**src/rtl/seq_pkg.sv**
```systemverilog
package seq_pkg;

  localparam int STATE_W   = 3;
  localparam int VERDICT_W = 3;
  localparam int NUM_UNITS = 7;

  // Unit index of each enable line
  localparam int U_HARD  = 0;
  localparam int U_SOFT  = 1;
  localparam int U_IDLE  = 2;
  localparam int U_READ  = 3;
  localparam int U_QUERY = 4;
  localparam int U_PROG  = 5;
  localparam int U_TX    = 6;

  typedef enum logic [STATE_W-1:0] {
    ST_HARD  = 3'b000,
    ST_SOFT  = 3'b001,
    ST_IDLE  = 3'b010,
    ST_READ  = 3'b011,
    ST_QUERY = 3'b100,
    ST_TXS   = 3'b101,
    ST_PROG  = 3'b110,
    ST_TXD   = 3'b111
  } seqState_t;

  localparam logic [VERDICT_W-1:0] V_QUERY = 3'd0;
  localparam logic [VERDICT_W-1:0] V_PROG  = 3'd1;
  localparam logic [VERDICT_W-1:0] V_HARD  = 3'd2;
  localparam logic [VERDICT_W-1:0] V_SOFT  = 3'd3;

  // Control-to-datapath strobe bundle
  typedef struct packed {
    logic      load;
    seqState_t target;
  } seqStrobe_t;

endpackage

```
**src/rtl/seq_ctrl.sv**
```systemverilog
module seq_ctrl
  import seq_pkg::*;
(
  input  logic                 clk,
  input  logic                 rstN,
  input  seqState_t            curState,
  input  logic                 rxNotEmpty,
  input  logic                 hardRstDone,
  input  logic                 softRstDone,
  input  logic                 readerDone,
  input  logic                 querierDone,
  input  logic                 programmerDone,
  input  logic                 txDone,
  input  logic [VERDICT_W-1:0] verdict,
  output seqStrobe_t           strobe
);

  seqState_t dispatch;

  // Reader verdict decode; anything unknown is a reject
  always_comb begin
    case (verdict)
      V_QUERY: dispatch = ST_QUERY;
      V_PROG:  dispatch = ST_PROG;
      V_HARD:  dispatch = ST_HARD;
      V_SOFT:  dispatch = ST_SOFT;
      default: dispatch = ST_IDLE;
    endcase
  end

  // Only the owning unit's strobe is looked at
  always_comb begin
    strobe.load   = 1'b0;
    strobe.target = curState;
    case (curState)
      ST_HARD: if (hardRstDone) begin
        strobe.load = 1'b1; strobe.target = ST_TXS;
      end
      ST_SOFT: if (softRstDone) begin
        strobe.load = 1'b1; strobe.target = ST_TXS;
      end
      ST_IDLE: if (rxNotEmpty) begin
        strobe.load = 1'b1; strobe.target = ST_READ;
      end
      ST_READ: if (readerDone) begin
        strobe.load = 1'b1; strobe.target = dispatch;
      end
      ST_QUERY: if (querierDone) begin
        strobe.load = 1'b1; strobe.target = ST_TXS;
      end
      ST_PROG: if (programmerDone) begin
        strobe.load = 1'b1; strobe.target = ST_TXD;
      end
      ST_TXS, ST_TXD: if (txDone) begin
        strobe.load = 1'b1; strobe.target = ST_IDLE;
      end
      default: strobe.load = 1'b0;
    endcase
  end

  assert_hold_idle_R3: assert property (@(posedge clk) disable iff (!rstN)
    (curState == ST_IDLE && !rxNotEmpty) |=> curState == ST_IDLE);

  assert_hold_prog_R3: assert property (@(posedge clk) disable iff (!rstN)
    (curState == ST_PROG && !programmerDone) |=> curState == ST_PROG);

  assert_idle_to_reader_R4: assert property (@(posedge clk) disable iff (!rstN)
    (curState == ST_IDLE && rxNotEmpty) |=> curState == ST_READ);

  assert_query_dispatch_R5: assert property (@(posedge clk) disable iff (!rstN)
    (curState == ST_READ && readerDone && verdict == V_QUERY) |=> curState == ST_QUERY);

  assert_prog_dispatch_R5: assert property (@(posedge clk) disable iff (!rstN)
    (curState == ST_READ && readerDone && verdict == V_PROG) |=> curState == ST_PROG);

  assert_reset_dispatch_R5: assert property (@(posedge clk) disable iff (!rstN)
    (curState == ST_READ && readerDone && verdict == V_SOFT) |=> curState == ST_SOFT);

  assert_reject_R6: assert property (@(posedge clk) disable iff (!rstN)
    (curState == ST_READ && readerDone && verdict[2]) |=> curState == ST_IDLE);

  assert_reset_status_R7: assert property (@(posedge clk) disable iff (!rstN)
    ((curState == ST_HARD && hardRstDone) || (curState == ST_SOFT && softRstDone))
      |=> curState == ST_TXS);

  assert_query_status_R8: assert property (@(posedge clk) disable iff (!rstN)
    (curState == ST_QUERY && querierDone) |=> curState == ST_TXS);

  assert_prog_readback_R8: assert property (@(posedge clk) disable iff (!rstN)
    (curState == ST_PROG && programmerDone) |=> curState == ST_TXD);

  assert_tx_return_R9: assert property (@(posedge clk) disable iff (!rstN)
    ((curState == ST_TXS || curState == ST_TXD) && txDone) |=> curState == ST_IDLE);

  assert_foreign_done_R10: assert property (@(posedge clk) disable iff (!rstN)
    (curState == ST_QUERY && !querierDone) |=> $stable(curState));

endmodule

```
**src/rtl/seq_datapath.sv**
```systemverilog
module seq_datapath
  import seq_pkg::*;
(
  input  logic                 clk,
  input  logic                 rstN,
  input  seqStrobe_t           strobe,
  output seqState_t            curState,
  output logic [NUM_UNITS-1:0] unitEn,
  output logic                 txSelDac
);

  always_ff @(posedge clk or negedge rstN) begin
    if (!rstN)            curState <= ST_HARD;
    else if (strobe.load) curState <= strobe.target;
  end

  // Owning unit of a state; bit 1 is ignored when bits 2 and 0 are both set
  function automatic int ownerOf(input seqState_t s);
    if (s[2] && s[0]) return U_TX;
    case (s)
      ST_HARD:  return U_HARD;
      ST_SOFT:  return U_SOFT;
      ST_IDLE:  return U_IDLE;
      ST_READ:  return U_READ;
      ST_QUERY: return U_QUERY;
      default:  return U_PROG;
    endcase
  endfunction

  for (genvar g = 0; g < NUM_UNITS; g++) begin : g_en
    assign unitEn[g] = (ownerOf(curState) == g);
  end

  assign txSelDac = unitEn[U_TX] & curState[1];

  assert_onehot_R2: assert property (@(posedge clk) disable iff (!rstN)
    $countones(unitEn) == 1);

  assert_load_follow_R3: assert property (@(posedge clk) disable iff (!rstN)
    strobe.load |=> curState == $past(strobe.target));

endmodule

```
**src/rtl/pkt_ctrl_sequencer.sv**
```systemverilog
module pkt_ctrl_sequencer
  import seq_pkg::*;
(
  input  logic                 clk,
  input  logic                 rstN,
  input  logic                 rxNotEmpty,
  input  logic                 hardRstDone,
  input  logic                 softRstDone,
  input  logic                 readerDone,
  input  logic                 querierDone,
  input  logic                 programmerDone,
  input  logic                 txDone,
  input  logic [VERDICT_W-1:0] verdict,
  output logic                 hardRstEn,
  output logic                 softRstEn,
  output logic                 idleEn,
  output logic                 readerEn,
  output logic                 querierEn,
  output logic                 programmerEn,
  output logic                 txEn,
  output logic                 txSelDac,
  output logic [STATE_W-1:0]   stateOut
);

  seqState_t            curState;
  seqStrobe_t           strobe;
  logic [NUM_UNITS-1:0] unitEn;

  seq_ctrl u_ctrl (
    .clk            (clk),
    .rstN           (rstN),
    .curState       (curState),
    .rxNotEmpty     (rxNotEmpty),
    .hardRstDone    (hardRstDone),
    .softRstDone    (softRstDone),
    .readerDone     (readerDone),
    .querierDone    (querierDone),
    .programmerDone (programmerDone),
    .txDone         (txDone),
    .verdict        (verdict),
    .strobe         (strobe)
  );

  seq_datapath u_dp (
    .clk      (clk),
    .rstN     (rstN),
    .strobe   (strobe),
    .curState (curState),
    .unitEn   (unitEn),
    .txSelDac (txSelDac)
  );

  assign hardRstEn    = unitEn[U_HARD];
  assign softRstEn    = unitEn[U_SOFT];
  assign idleEn       = unitEn[U_IDLE];
  assign readerEn     = unitEn[U_READ];
  assign querierEn    = unitEn[U_QUERY];
  assign programmerEn = unitEn[U_PROG];
  assign txEn         = unitEn[U_TX];
  assign stateOut     = curState;

endmodule

```
**config.mk**
```make
export PLATFORM = sky130hd
export DESIGN_NAME = pkt_ctrl_sequencer
export DESIGN_NICKNAME = d
export VERILOG_FILES = /design/src/rtl/seq_pkg.sv /design/src/rtl/seq_ctrl.sv /design/src/rtl/seq_datapath.sv /design/src/rtl/pkt_ctrl_sequencer.sv
export SDC_FILE = /design/constraint.sdc
export NUM_CORES = 1
export LEC_CHECK = 0
export ABC_AREA = 1
export ABC_CLOCK_PERIOD_IN_PS = 1600
export BUFFER_PORTS_ARGS = -buffer_cell sky130_fd_sc_hd__clkbuf_2
export CAP_MARGIN = 20
export CORE_AREA = 2 2 39 41
export DETAILED_ROUTE_END_ITERATION = 10
export DIE_AREA = 0 0 41 43
export GPL_TIMING_DRIVEN = 0
export PLACE_DENSITY = 0.52
export SYNTH_ARGS = -nofsm -noshare
export SYNTH_HDL_FRONTEND = slang
export SYNTH_SLANG_ARGS = --single-unit
```
**constraint.sdc**
```tcl
create_clock -name clk -period 1.6 [get_ports clk]
set_input_delay 0.32 -clock clk [delete_from_list [all_inputs] [get_ports clk]]
set_output_delay 0.32 -clock clk [all_outputs]
set_load 0.02 [all_outputs]
```
==> results.yml <==
sta:
  slew_headroom_pct: 87.3
  fin_worst_skew_ps: 6.04
  finalCritPeriodShare_pct: 94.0
  layout_min_cycle_time_ps: 1500
  fin_setup_tns_ps: 0
  setup-violations-final: 0
  rsz0062_at_grt: "no"
  tightestPinTransition_ps: 191
  hold_slack_ps: 407
  postLayoutSetupSlackWorst_ps: 96.0
  maxSlewViolCount: 0
  fmax_mhz: 665
  hold_violations: 0
finish:
  fin_area_um2: 489
  final_cell_count_no_fill: 97
  seqCellArea_um2: 76.3
  top_register: "u_dp.curState"
  largest_register_ff_count: 3
  layout.nets: 94
  nFillCells: 170
  n_antenna_cell: 0
  largestRegisters: "u_dp.curState x3"
  multi_input_area_um2: 200
  drive_gt1_share_pct: 43.2
  synthToLayoutAreaGrowth_pct: 52.1
  utilization_pct: 35.4
min_path:
  hold_class: "in -> async"
routing:
  vias: 444
  ant_nets: 0
  detail_route.wl_per_cell_um: 9.06
  post_drt_via_cell_ratio: 4.58
  drt_iter0_markers: 4
  routed_wl_um: 879
  post-route-drc-count: 0
  first_pass_iters: 3
placed_design:
  pre_cts_ws_ps: 279
  place_area_um2: 452
  place_congestion: 0.675
  io_buffers: 22
  hpwl_um: 704
  dp_cells: 92
global_routing:
  antenna_found_initial: 0
  grt_pass1_vias: 356
  gr-total-overflow: 0
  grt.total_usage_pct: 10.6
  grt_start_max_net_pins: 11
  grt_pass1_wl_um: 1260
yosys:
  netlist_area_um2: 322
  yosysWarnings: 0
  syn-num-nets: 66
  synth_edf_count: 0
  synth-main-ff-cell: "dfrtp_1"
  ys_types: 16
  synth-seq-cells: 3
  ys_top_cells_by_area: "dfrtp_1, nand2_1, nand4_1"
  synth_area_leader_cell: "dfrtp_1"
  async_reset_ff_share_pct: 100
  avgSynthCellArea_um2: 5.95
  yosysSeqAreaShare_pct: 23.3
  syn_inst: 54
  synth_top_area_share_pct: 23.3
floorplanning:
  std_cell_rows: 14
  ios: 23
  die_y_um: 43
  chipWidth_um: 41
  initial_core_util_pct: 23.2
  core_area_mm2: 0.00138
  fp.dieArea_mm2: 0.00176
worst_setup_path:
  crit_required_ps: 1280
  crit_chain: "buf_2 > nor3_1 > clkbuf_2"
  worstSetupEndpointType: "output pin"
  worstPathArrival_ps: 1180
  cp-start-kind: "register"
  critPathKind: "reg -> out"
  slowest_stage: "dfrtp_1"
  crit_path_max_incr_delay_ps: 380
  critPathMaxFanout: 10
clocking:
  clkTransAtPathRegs_ps: 40
  cts_tree: "built"
  cts_max_level: 1
  clockBufferDepth: 2
  cts_setup_buffers: 0
  clockRootBuffer: "clkbuf_4"
  cts_made_buffers: 3
  cts_sinks: 3
  clock_latency_ps: 240
status:
  status: "complete, no violations"
pwr:
  leakage_nw: 0.317
  powerDensity_mw_per_mm2: 2130
  total_power_mw: 1.04
  vdd_drop_max_v: 0.000537
job:
  maxCapViolCount: 0
[synthesized netlist by cell type (3+ instances only)]
cell type,instances
nor2_1,7
nand4_1,7
dfrtp_1,3
nand2_1,12
inv_2,3
inv_1,6
nand3_1,4
nor3_1,4
[final timing paths]
path,from,to,slack (ps),cells after the start
max in group asynchronous,rstN,u_dp.curState[2],1080,2
worst max register to register,u_dp.curState[1],u_dp.curState[0],340,7
worst max-delay path,u_dp.curState[1],softRstEn,100,3
worst min register to register,u_dp.curState[2],u_dp.curState[2],660,2
worst min-delay path,rstN,u_dp.curState[1],410,2
min in group clk,txDone,u_dp.curState[1],430,5
[critical path, delay by kind of cell (launching register included)]
family                 cells  cell delay (ps)
buffers and inverters      2              380
flip-flops                 1              380
AND/OR/NAND/NOR            1              180
[layout make-up]
| class | instances | area share, % |
|---|---|---|
| sequential | 3 | 15.6 |
| multi-input combinational | 40 | 40.9 |
| buffer | 2 | 2.56 |
| clock buffer | 4 | 5.37 |
| timing repair buffer | 23 | 24.6 |
| inverter | 9 | 6.91 |
| tap | 16 | 4.09 |
[per-layer routing]
metal | share of wire (%) | vias up | track usage, % | routed length [um]
met5 | 0 | - | 0 | 0
met4 | 2.2 | 0 | 6.00 | 19
met3 | 7.7 | 3 | 3.14 | 68
met1 | 43 | 192 | 11.0 | 382
li1 | - | 231 | - | -
met2 | 47 | 18 | 17.5 | 409
[logic make-up after synthesis]
group,synth area share (%)
buf+inv,14.4
simple gates,59.1
flops,23.3
compound gates,3.11
[timing repair]
action                                  in CTS  in global routing
gates resized for setup                      0                  2
endpoints found under the hold margin        3                  0
hold buffers                                 1                  0
endpoints found under the setup margin       0                  2
[power by group]
part           internal (mW)  switching, mW  leakage [nW]
combinational          0.243          0.492         0.267
clock                 0.0937         0.0435        0.0150
sequential             0.122         0.0488        0.0344
[cell usage in the layout (no fill, tap or decap), types with 2 or more instances in the layout]
cell / instances
buf_2: 2
nor2_1: 7
inv_1: 6
clkbuf_2: 21
nand2_1: 12
nor3_1: 4
clkbuf_4: 3
nand4_1: 7
nand3_1: 4
dfrtp_1: 2
inv_2: 3
Note: power is estimated with default switching activity, not from simulation.
